$ cat src/rtl/txq_pkg.sv
// Package: shared port selector type and occupancy encoding for the
// dual-width transmit queue. Assumes occupancy counts never exceed depth.
package txq_pkg;

    typedef enum logic {
        PORT_NARROW = 1'b0,
        PORT_WIDE   = 1'b1
    } txq_port_e;

    localparam logic [1:0] ST_EMPTY = 2'b00;
    localparam logic [1:0] ST_SOME  = 2'b01;
    localparam logic [1:0] ST_FULL  = 2'b11;

    // Bytes a write to the given port adds to the queue.
    function automatic int unsigned bytes_for(input txq_port_e p);
        return (p == PORT_WIDE) ? 2 : 1;
    endfunction

endpackage

$ cat src/rtl/txq_bus_if.sv
// Module: txq_bus_if
// Decodes a data-port access against the current occupancy. It decides
// whether a write completes this cycle (and how many bytes it pushes) or is
// held with a wait state. Room is judged on the occupancy at the start of the
// cycle, with no drain bypass. Assumes DEPTH >= 2 so that a wide write can fit.
module txq_bus_if #(
    parameter int BUS_W  = 32,
    parameter int BYTE_W = 8,
    parameter int DEPTH  = 2,
    localparam int CNT_W = $clog2(DEPTH + 1)
) (
    input  logic              req_i,
    input  logic              we_i,
    input  txq_pkg::txq_port_e port_i,
    input  logic [BUS_W-1:0]  wdata_i,
    input  logic [CNT_W-1:0]  count_i,
    output logic              wait_o,
    output logic [1:0]        push_n_o,
    output logic [BYTE_W-1:0] push_b0_o,
    output logic [BYTE_W-1:0] push_b1_o,
    output logic [BUS_W-1:0]  rdata_o
);
    import txq_pkg::*;

    localparam logic [CNT_W-1:0] DEPTH_C = CNT_W'(DEPTH);

    logic [CNT_W-1:0] free_s;
    logic [CNT_W-1:0] need_s;
    logic             fits_s;
    logic             wr_s;

    // Free entries and the entries this access needs.
    always_comb begin
        free_s = DEPTH_C - count_i;
        need_s = CNT_W'(bytes_for(port_i));
        fits_s = (free_s >= need_s);
        wr_s   = req_i && we_i;
    end

    // Hold or complete the write; pick the bytes from the low lanes.
    always_comb begin
        wait_o    = wr_s && !fits_s;
        push_n_o  = 2'd0;
        if (wr_s && fits_s) begin
            push_n_o = (port_i == PORT_WIDE) ? 2'd2 : 2'd1;
        end
        push_b0_o = wdata_i[BYTE_W-1:0];
        push_b1_o = wdata_i[2*BYTE_W-1:BYTE_W];
    end

    // Data ports are write-only: reads see zero.
    assign rdata_o = '0;

endmodule

$ cat src/rtl/txq_store.sv
// Module: txq_store
// Circular byte storage of DEPTH entries. It accepts zero, one or two bytes per
// cycle (b0 lands before b1) and drains at most one byte per cycle. The caller
// guarantees that a push never exceeds the free room at the start of the cycle.
module txq_store #(
    parameter int BYTE_W = 8,
    parameter int DEPTH  = 2,
    localparam int CNT_W = $clog2(DEPTH + 1),
    localparam int PTR_W = (DEPTH > 1) ? $clog2(DEPTH) : 1
) (
    input  logic              clk,
    input  logic              rst_n,
    input  logic [1:0]        push_n_i,
    input  logic [BYTE_W-1:0] push_b0_i,
    input  logic [BYTE_W-1:0] push_b1_i,
    input  logic              pop_i,
    output logic [CNT_W-1:0]  count_o,
    output logic [BYTE_W-1:0] head_o
);
    localparam logic [PTR_W-1:0] LAST_P = PTR_W'(DEPTH - 1);

    // Next entry index with wrap at DEPTH.
    function automatic logic [PTR_W-1:0] step(input logic [PTR_W-1:0] p);
        return (p == LAST_P) ? '0 : p + 1'b1;
    endfunction

    logic [PTR_W-1:0]  wr_ptr_q, rd_ptr_q, wr_ptr_p1;
    logic [CNT_W-1:0]  count_q;
    logic [BYTE_W-1:0] entry_q [DEPTH];
    logic              do_pop;

    assign wr_ptr_p1 = step(wr_ptr_q);
    assign do_pop    = pop_i && (count_q != '0);

    // Per-entry write: first byte at wr_ptr, second byte one further on.
    for (genvar gi = 0; gi < DEPTH; gi++) begin : g_entry
        logic we0, we1;
        assign we0 = (push_n_i != 2'd0) && (wr_ptr_q == PTR_W'(gi));
        assign we1 = (push_n_i == 2'd2) && (wr_ptr_p1 == PTR_W'(gi));
        // Load the entry from whichever push lane targets it.
        always_ff @(posedge clk) begin
            if (!rst_n) begin
                entry_q[gi] <= '0;
            end else if (we0) begin
                entry_q[gi] <= push_b0_i;
            end else if (we1) begin
                entry_q[gi] <= push_b1_i;
            end
        end
    end

    // Advance the write pointer by the number of bytes pushed.
    always_ff @(posedge clk) begin
        if (!rst_n) begin
            wr_ptr_q <= '0;
        end else if (push_n_i == 2'd1) begin
            wr_ptr_q <= wr_ptr_p1;
        end else if (push_n_i == 2'd2) begin
            wr_ptr_q <= step(wr_ptr_p1);
        end
    end

    // Advance the read pointer on each drained byte.
    always_ff @(posedge clk) begin
        if (!rst_n) begin
            rd_ptr_q <= '0;
        end else if (do_pop) begin
            rd_ptr_q <= step(rd_ptr_q);
        end
    end

    // Track occupancy: add pushes, remove the drained byte.
    always_ff @(posedge clk) begin
        if (!rst_n) begin
            count_q <= '0;
        end else begin
            count_q <= count_q + CNT_W'(push_n_i) - CNT_W'(do_pop);
        end
    end

    assign count_o = count_q;
    assign head_o  = entry_q[rd_ptr_q];

endmodule

$ cat src/rtl/txq_status.sv
// Module: txq_status
// Turns the occupancy count into the status code, the drain-valid flag and
// the service request. Assumes count never exceeds DEPTH.
module txq_status #(
    parameter int DEPTH  = 2,
    localparam int CNT_W = $clog2(DEPTH + 1)
) (
    input  logic [CNT_W-1:0] count_i,
    output logic [1:0]       status_o,
    output logic             nonempty_o,
    output logic             svc_o
);
    import txq_pkg::*;

    localparam logic [CNT_W-1:0] DEPTH_C = CNT_W'(DEPTH);

    // Encode occupancy: empty, partly filled, full.
    always_comb begin
        if (count_i == '0) begin
            status_o = ST_EMPTY;
        end else if (count_i >= DEPTH_C) begin
            status_o = ST_FULL;
        end else begin
            status_o = ST_SOME;
        end
        nonempty_o = (count_i != '0);
        svc_o      = (count_i == '0);
    end

endmodule

$ cat src/rtl/txq_dual_width.sv
// Module: txq_dual_width (top)
// Transmit byte queue with a narrow (1 byte) and a wide (2 byte) write-only
// data port on a peripheral bus, wait-state flow control and a byte drain
// stream. Assumes the bus master holds an access stable while bus_wait is high.
module txq_dual_width #(
    parameter int BUS_W  = 32,
    parameter int BYTE_W = 8,
    parameter int DEPTH  = 2
) (
    input  logic              clk,
    input  logic              rst_n,
    input  logic              bus_req,
    input  logic              bus_we,
    input  logic              bus_port,
    input  logic [BUS_W-1:0]  bus_wdata,
    output logic [BUS_W-1:0]  bus_rdata,
    output logic              bus_wait,
    output logic [1:0]        status,
    output logic              svc_req,
    output logic              drain_valid,
    output logic [BYTE_W-1:0] drain_data,
    input  logic              drain_ready
);
    localparam int CNT_W = $clog2(DEPTH + 1);

    logic [CNT_W-1:0]  count_s;
    logic [1:0]        push_n_s;
    logic [BYTE_W-1:0] push_b0_s, push_b1_s;
    logic              nonempty_s;

    txq_bus_if #(.BUS_W(BUS_W), .BYTE_W(BYTE_W), .DEPTH(DEPTH)) u_bus (
        .req_i    (bus_req),
        .we_i     (bus_we),
        .port_i   (txq_pkg::txq_port_e'(bus_port)),
        .wdata_i  (bus_wdata),
        .count_i  (count_s),
        .wait_o   (bus_wait),
        .push_n_o (push_n_s),
        .push_b0_o(push_b0_s),
        .push_b1_o(push_b1_s),
        .rdata_o  (bus_rdata)
    );

    txq_store #(.BYTE_W(BYTE_W), .DEPTH(DEPTH)) u_store (
        .clk      (clk),
        .rst_n    (rst_n),
        .push_n_i (push_n_s),
        .push_b0_i(push_b0_s),
        .push_b1_i(push_b1_s),
        .pop_i    (drain_ready),
        .count_o  (count_s),
        .head_o   (drain_data)
    );

    txq_status #(.DEPTH(DEPTH)) u_stat (
        .count_i   (count_s),
        .status_o  (status),
        .nonempty_o(nonempty_s),
        .svc_o     (svc_req)
    );

    assign drain_valid = nonempty_s;

endmodule

$ cat config.mk
export PLATFORM = sky130hd
export DESIGN_NAME = txq_dual_width
export DESIGN_NICKNAME = d
export VERILOG_FILES = /design/src/rtl/txq_pkg.sv /design/src/rtl/txq_bus_if.sv /design/src/rtl/txq_store.sv /design/src/rtl/txq_status.sv /design/src/rtl/txq_dual_width.sv
export SDC_FILE = /design/constraint.sdc
export NUM_CORES = 1
export LEC_CHECK = 0
export BUFFER_PORTS_ARGS = -buffer_cell sky130_fd_sc_hd__buf_2
export CAP_MARGIN = 10
export CORE_MARGIN = 4
export CORE_UTILIZATION = 46
export CTS_BUF_LIST = sky130_fd_sc_hd__clkbuf_4 sky130_fd_sc_hd__clkbuf_8
export CTS_CLUSTER_DIAMETER = 80
export DETAILED_ROUTE_END_ITERATION = 8
export PLACE_DENSITY = 0.82
export SLEW_MARGIN = 25
export SYNTH_ARGS = -nofsm -noshare
export SYNTH_HDL_FRONTEND = slang
export SYNTH_SLANG_ARGS = --single-unit
$ cat constraint.sdc
create_clock -name clk -period 2.8 [get_ports clk]
set_input_delay 0.56 -clock clk [delete_from_list [all_inputs] [get_ports clk]]
set_output_delay 0.56 -clock clk [all_outputs]
set_load 0.05 [all_outputs]
; After elaboration in Yosys (flattened, before gate mapping)
; Memories as Yosys holds them, arrays and structs flattened. A register that Yosys moved wholly into a read port is not among the register bits.
; Cells that the tools add are included.
; Widths: inputs -> output; s select.
[totals]
mem_bits_rw = 16
memories = 1
register_bits = 4
wordCells = 64
output_inout_bits = 45
in_bits = 38
[memory_table]
columns = memory, depth, width, read_ports, rd_clocked_by_memory_dff, write_ports, line_no
row1 = u_store.entry_q, 2, 8, 1, 1, 2, txq_store.sv:29  ; logic [BYTE_W-1:0] entry_q [DEPTH];
[op_classes]
bitwise = 6
add_sub_neg = 6
eq_ne = 2
muxes = 31
order_cmp = 2
n_reduce_logical = 13
[op_table]
columns = op, count
row1 = $mux 8, 4
row2 = $mux 1, 22
row3 = $mux 2, 5
row4 = $logic_and 1x1->1, 8
row5 = $reduce_bool 2->1, 3
row6 = $or 1x1->1, 4
row7 = $add 1x1->1 const B, 3
row8 = $add 2x2->2, 1
row9 = $eq 2x1->1 const B, 1
row10 = $eq 2x2->1 const B, 1
row11 = $ge 2x2->1, 1
row12 = $ge 2x2->1 const B, 1
row13 = $logic_not 2->1, 1
row14 = $not 1->1, 2
row15 = $sub 2x1->2, 1
row16 = $sub 2x2->2 const A, 1
row17 = $logic_not 1->1, 1

; Logic depth before layout (Yosys ltp)
; Gate-level depths: netlist of the first run.
[depth]
word_depth = 11
ltp_mapped = 11
mapped_depth_nobuf = 11

; By module
; From an unflattened synthesis of the first run, not the netlist that was laid out.
[unflattened]
cells_unflattened = 188
hier_area_um2 = 1781.7
[modules_own_cells]
columns = mod, seq_area_each_um2, area_per_inst_um2, cells_per_inst, n_inst
row1 = txq_store, 580.6, 1307.5, 123, 1
row2 = txq_bus_if, 0.0, 452.9, 61, 1
row3 = txq_status, 0.0, 21.3, 4, 1

; Worst setup path before layout of the first run
; OpenSTA, ideal clock, no wires.
[synth_timing]
path_type = input-to-output
from = in bus_port
to = out bus_wait
setup_slack_ns = -0.341
path_buffers = 1
stages = 5
required_time_ns = 2.240
t_arrival_ns = 2.581
path_cell_list = clkbuf_1 -> inv_1 -> ha_1 -> nand2b_1 -> a211oi_1
[synth_via]
elab_chain_cells = 4
[synth_rtl]
columns = item, line_no
row1 = "start, declared", txq_dual_width.sv:14  ; input logic bus_port,
row2 = $mux 2, txq_pkg.sv:16  ; return (p == PORT_WIDE) ? 2 : 1;
row3 = $ge 2x2->1, txq_bus_if.sv:36  ; fits_s = (free_s >= need_s);
row4 = $logic_not 1->1, txq_bus_if.sv:42  ; wait_o = wr_s && !fits_s;
row5 = $logic_and 1x1->1, txq_bus_if.sv:42
row6 = "end, declared", txq_dual_width.sv:17  ; output logic bus_wait,
; Every way passes these cells.

==> metrics, run 1 <==
fillers=302; Comb pwr share=56.4%; Clock Power Share=a little under an eighth; share of layout cells above drive strength 1=a little over a quarter; Clock Path Buffers=2; Final TNS setup=0 ps; final antenna diode count=0; Netlist cell types=32; RSZ-0062 raised after global routing=no; crit share post-route=a little under 90%; initial antenna violation count=0; Initial Util=between 40% and 50%; routed len/inst=between 10 and 15 um; Post-CTS Setup Repair Bufs=0; Die H=65.4 um; Startpoint Class=flip-flop; area grow syn2layout=6.93%; CTS tree=built; max frequency=just over 400 MHz; Crit. End Element=flip-flop; PnR worst setup slack=about 370 ps; vias per inst=4.67; Arrival @ worst endpoint=between 2000 and 2500 ps; Pleak=0.000726 uW; Yosys top cell by area=edfxtp_1; worst min-delay path category=flip-flop to flip-flop; GP Congestion=0.729; commonest cells in the netlist=buf_4, a21oi_1, edfxtp_1; Max Cap Viol=0; gr usage total=around an eighth; switching power=around 650 uW; synthesis warning total=0; hold buffers post-CTS=0; clk_lat worst skew=about 300 ps; cts repair resizes=0; min cycle time layout=~2400 ps; remaining global-route overflow=0; total routed wirelength=approximately 2.6 mm; Ports=83; Worst EP required=roughly 2700 ps; vias post-DR=~1100; DP Worst Slack=around 370 ps; crit path max fanout=8; Detailed Place HPWL=1.99 mm; Max VDD drop=approximately 450 uV; Seq/Total Area, Yosys=38.3%; Cell Count, Final, Fillers Out=around 230; post-layout util=a little over half; final hold violations=0; Internal=between 600 and 700 uW; die area=around 4300 um2; worst rel slew slack=around half; EDFF count, synth=16; Post-Syn Instances=between 150 and 200; Layout Nets=235; top cells by area, synth=edfxtp_1, buf_4, dfxtp_1, mux2_2, a21oi_1; first-pass GRT wire length=about 4.2 mm; H-tree Lvls=1; core area=around 3100 um2; Die X=65.4 um; switching power share of the total=between 40% and 50%; top cell type's share of synthesized area=a little under a third; clk slew on worst S/H paths=~110 ps; Post-route DRC=0; Avg Inst Size Synth=approximately 9.5 um2; I/O Buffers=34; root buf cell=clkbuf_4; post-synthesis cell area=roughly 1500 um2; status=complete, no violations; drt first pass iters=4; Yosys reg bits=21; Hold WS=approximately 530 ps; placed cell count=230; Synth Flop Type=edfxtp_1; DR iter-0 viols=slightly below 50; Worst Skew=6.35 ps; worst slew pin tran=roughly 770 ps; most common cell in the netlist=buf_4; number of global-route vias before repair=roughly 990; Critical Setup Path Class=flip-flop to flip-flop; largest net degree at the start of global routing=25; Seq pwr share=between 30% and 40%; Power Dens Cells=817 nW/um2; final setup fails=0; ANT nets after route=0; # clock sinks=21; # rows=20; Max Slew Vio Count=0; ys async rst share=0%; cts bufs inserted=3
[worst paths after layout]
kind / from / end / slack, ps / depth (start not counted)
setup / recovery: u_store.count_o[1]$_SDFF_PN0_ / u_store.entry_q[1][1]$_SDFFCE_PN0P_ / 370 / 7
hold / removal: u_store.rd_ptr_q$_SDFFE_PN0P_ / u_store.rd_ptr_q$_SDFFE_PN0P_ / 530 / 2
setup reg to reg: u_store.count_o[1]$_SDFF_PN0_ / u_store.entry_q[1][1]$_SDFFCE_PN0P_ / 370 / 7
hold reg to reg: u_store.rd_ptr_q$_SDFFE_PN0P_ / u_store.rd_ptr_q$_SDFFE_PN0P_ / 530 / 2
[cells by family after synthesis]
family / share of synthesized area, %
adders and majority gates: 4.95
xor gates and xnor gates: 2.06
DFF: 38.3
and+or+nand+nor: 18.3
muxes: 5.94
buffers and inverters: 20.6
other: 0.247
AOI/OAI and AO/OA: 9.57
[metrics by stage]
| stage | cell area [um2] | power [uW] |
|---|---|---|
| 2_1_floorplan | 1640 | 1110 |
| 3_3_place_gp | 1590 | 1170 |
| 3_5_place_dp | 1590 | 1180 |
| 4_1_cts | 1620 | 1330 |
| 5_1_grt | 1620 | 1410 |
| 6_report | 1620 | 1320 |
[worst max-delay path, cell delays in order, from the launching register on]
cell and delay, ps:
dfxtp_1 400, inv_1 60, ha_1 260, inv_1 40, ha_1 310, o211a_1 250
nand2_1 110, o21ai_1 630
[registers in the layout (all words and copies together) (netlist names), named ones only]
register          cells
u_store.count_o       2
u_store.entry_q      16
u_store.rd_ptr_q      1
u_store.wr_ptr_q      1
[area by class of cell]
cell class                      instances  area [um2]  area share, %
Multi-Input combinational cell        122         744           45.9
Sequential cell                        21         581           35.8
Timing Repair Buffer                   36         185           11.4
Tap cell                               44        55.1           3.40
Clock buffer                            4        30.0           1.85
Inverter                                7        26.3           1.62
[power by group through the flow]
| stage | Combinational [uW] | Sequential, uW | Clock (uW) |
|---|---|---|---|
| finish | 747 | 426 | 152 |
| floorplan | 697 | 411 | 0 |
| global placement | 743 | 432 | 0 |
| CTS | 752 | 427 | 155 |
| detailed placement | 749 | 435 | 0 |
| global route | 805 | 434 | 168 |
[placed cells by master, fill, tap and decap left out, drive strengths merged, types with 2 or more instances in the layout]
master,count
a21oi,18
buf,36
clkbuf,4
conb,32
dfxtp,5
edfxtp,16
ha,6
inv,7
mux2,8
nand2,10
nand2b,9
nand3,9
nand3b,8
nor2,6
nor2b,2
o21ai,2
[per-layer routing]
layer / GRT usage (%) / wire length, um
met5: 0 / 0
met4: 5.44 / 27
met3: 2.05 / 192
met2: 21.7 / 1320
met1: 15.4 / 1040
Note: power is estimated with default switching activity, not from simulation.
==> run 2, diff against run 1 <==
--- a/config.mk
+++ b/config.mk
@@ -5,6 +5,7 @@
 export SDC_FILE = /design/constraint.sdc
 export NUM_CORES = 1
 export LEC_CHECK = 0
+export ABC_AREA = 1
 export BUFFER_PORTS_ARGS = -buffer_cell sky130_fd_sc_hd__buf_2
 export CAP_MARGIN = 10
 export CORE_MARGIN = 4
@@ -12,7 +13,7 @@
 export CTS_BUF_LIST = sky130_fd_sc_hd__clkbuf_4 sky130_fd_sc_hd__clkbuf_8
 export CTS_CLUSTER_DIAMETER = 80
 export DETAILED_ROUTE_END_ITERATION = 8
-export PLACE_DENSITY = 0.82
+export PLACE_DENSITY = 0.83
 export SLEW_MARGIN = 25
 export SYNTH_ARGS = -nofsm -noshare
 export SYNTH_HDL_FRONTEND = slang
==> run 2 against run 1 <==
Synthesized cell count increased by 6.3%. Sequential cell count unchanged. Hold slack got worse by 12 ps. Power increased by 5.2%. Count of clock-buffer cells in the layout unchanged. Maximum frequency decreased by 5.9%. Die area decreased by 1.4%. Via count decreased by 2.2%. Core utilization decreased by 0.31 points. Critical path type is now flip-flop to primary output. Largest cell class unchanged. Largest power group unchanged.
==> metrics, run 2 <==
status=complete, no violations; total routed wirelength=between 2 and 3 mm; top cell type's share of synthesized area=between 30% and 40%; Clock Path Buffers=2; Critical Setup Path Class=flip-flop to primary output; leading cell type in the layout, fill and taps excluded=nand2_1; share of layout cells above drive strength 1=a little over a quarter; Worst path slowest cell=dfxtp_1; vias per inst=between 4 and 5; Stages on worst setup path=8; die area=approximately 4200 um2; gr usage total=between 10% and 20%; Max Cap Viol=0; combinational family with the most area after synthesis=simple AND/OR/NAND/NOR gates; CTS tree=built; Yosys top cell by area=edfxtp_1; Detailed Place HPWL=approximately 2.2 mm; placed cell area=roughly 1600 um2; remaining global-route overflow=0; Synth Flop Type=edfxtp_1; Post-CTS Setup Repair Bufs=0; Max VDD drop=approximately 420 uV; Hold WS=about 520 ps; clk_lat worst skew=approximately 300 ps; # rows=20; final setup fails=0; Final TNS setup=0 ps; hold buffers post-CTS=0; ANT nets after route=0; Post-Syn Instances=170; clk slew on worst S/H paths=about 110 ps; Setup crit end=bus_wait; Finished Cell Area=approximately 1600 um2; root buf cell=clkbuf_4; CP startpoint=u_store.count_o[1]$_SDFF_PN0_; top cells by area, synth=edfxtp_1, buf_4, nand2_1, dfxtp_1, mux2_2; Initial Util=between 40% and 50%; Adder-Cell Fraction of Synth Area=5.03%; Die H=between 60 and 70 um; I/O Buffers=34; RSZ-0062 raised after global routing=no; worst min-delay path category=input pin to flip-flop; H-tree Lvls=1; GP Congestion=0.723; first-pass GRT wire length=~4.2 mm; Post-route DRC=0; synthesis warning total=0; crit path cell chain=inv_1 -> ha_1 -> inv_1 -> ha_1 -> nand2_1 -> nand3_2 -> nor2_1 -> buf_2; Startpoint Class=flip-flop; XOR/XNOR Fraction of Synth Area=between 1.5 and 2%; commonest cells in the netlist=nand2_1, buf_4, edfxtp_1; placed cell count=approximately 240; fillers=a little under 300; Worst Path Buf+Inv=3; final hold violations=0; Worst Skew=about 3.7 ps; most common cell in the netlist=nand2_1; Worst EP required=about 2200 ps; EDFF count, synth=16; Arrival @ worst endpoint=about 2000 ps; min cycle time layout=~2600 ps; reg2reg end=u_store.count_o[1]$_SDFF_PN0_; CP delay by family, top=adder cells; final antenna diode count=0; ys async rst share=0%; # clock sinks=21; Crit. End Element=primary output; Ports=slightly above 80; crit share post-route=around 92%; cts bufs inserted=3; routed len/inst=approximately 11 um; DR iter-0 viols=38; crit path max fanout=5; Seq/Total Area, Yosys=38.9%; Synth Area in Compound Gates=less than 1%; Netlist cell types=22; Max Slew Vio Count=0; Die X=65.0 um; Multi-input gate area=around 700 um2; drt first pass iters=4; commonest cells after routing, fill and taps aside=nand2_1, buf_2, conb_1; cts repair resizes=0; max frequency=387 MHz; Largest Register=u_store.entry_q; r2r startpoint=u_store.count_o[1]$_SDFF_PN0_; post-synthesis cell area=1490 um2; area grow syn2layout=7.12%; mux cell area share after synthesis=6.04%; initial antenna violation count=0; Yosys reg bits=21; Post-Synth Simple-Gate Area=25.1%; Avg Inst Size Synth=between 8 and 9 um2; Layout Nets=249; Pleak=~0.00088 uW; vias post-DR=1069; Power Dens Cells=872 nW/um2; Slowest Stage Delay on Critical Path=approximately 400 ps; r2r setup slk=approximately 530 ps; largest net degree at the start of global routing=17; Register Area=581 um2; number of global-route vias before repair=966; Cell Count, Final, Fillers Out=around 250; core area=slightly above 3000 um2; FF-to-FF path depth=15; max FFs per register=16
==> run 2: cell count changes in the layout (fill, tap and decap cells not counted), moves of 2 or more <==
cell      delta
a21oi_1     -17
inv_1        +6
inv_2        +2
nand2_1     +44
nand2b_1     -9
nand3_2      +2
nand3b_1     -8
nor2_1       +3
nor2b_1      -2
o21ai_1      -2
xor2_1       +2
==> run 2: worst reg2reg max path, delay by kind of cell, from the launching register on <==
| kind | cells | cell delay [ps] |
|---|---|---|
| DFF | 1 | 400 |
| adders and majority gates | 3 | 770 |
| and+or+nand+nor | 9 | 730 |
| buffers and inverters | 2 | 120 |
| xor gates and xnor gates | 1 | 160 |
==> run 2: final cells by class <==
class | count | share of cell area, %
clock buffer | 4 | 1.88
inverter | 15 | 3.52
multi-input combinational | 129 | 43.7
sequential | 21 | 36.3
tap | 44 | 3.44
timing repair buffer | 35 | 11.1
==> run 2: logic make-up (layout without fill, tap and decap cells) <==
| logic type | count (synthesis) | in the layout |
|---|---|---|
| flip-flops | 21 | 21 |
| adder cells (fa/ha/maj) | 6 | 6 |
| buffers and inverters | 51 | 54 |
| AO/OA/AOI/OAI | 2 | 2 |
| XOR/XNOR | 3 | 3 |
| multiplexers | 8 | 8 |
| AND/OR/NAND/NOR | 78 | 78 |
| other | 1 | 32 |
==> run 2: through the flow <==
stage	setup WS, ps	util [%]	total power (uW)
3_5_place_dp	297	51.0	1250
6_report	219	52.0	1390
5_1_grt	39.3	52.0	1480
4_1_cts	195	52.0	1400
2_1_floorplan	313	-	1160
3_3_place_gp	341	51.0	1230
==> run 2: worst min-delay path by stage <==
stage                                       start                               to  cells after the start
floorplan           u_store.rd_ptr_q$_SDFFE_PN0P_                        flip-flop                      2
global placement    u_store.rd_ptr_q$_SDFFE_PN0P_    u_store.rd_ptr_q$_SDFFE_PN0P_                      2
detailed placement  u_store.rd_ptr_q$_SDFFE_PN0P_                        flip-flop                      2
CTS                                         rst_n    u_store.count_o[0]$_SDFF_PN0_                      3
global route                         bus_wdata[2]  u_store.entry_q[0][2]$_DFFE_PP_                      3
finish                                      rst_n    u_store.count_o[0]$_SDFF_PN0_                      3
==> run 2: metal layers <==
metal  wire length (um)  global-route usage [%]  vias to the layer above
met2               1460                    24.0                       43
met1               1070                    14.2                      483
li1                   -                       -                      541
met5                  0                       0                        -
met3                229                    3.29                        2
met4                 13                    3.96                        0
==> run 2: power by group <==
| part | internal, uW | switching, uW |
|---|---|---|
| sequential | 403 | 37.1 |
| combinational | 197 | 600 |
| clock | 65.1 | 91.2 |
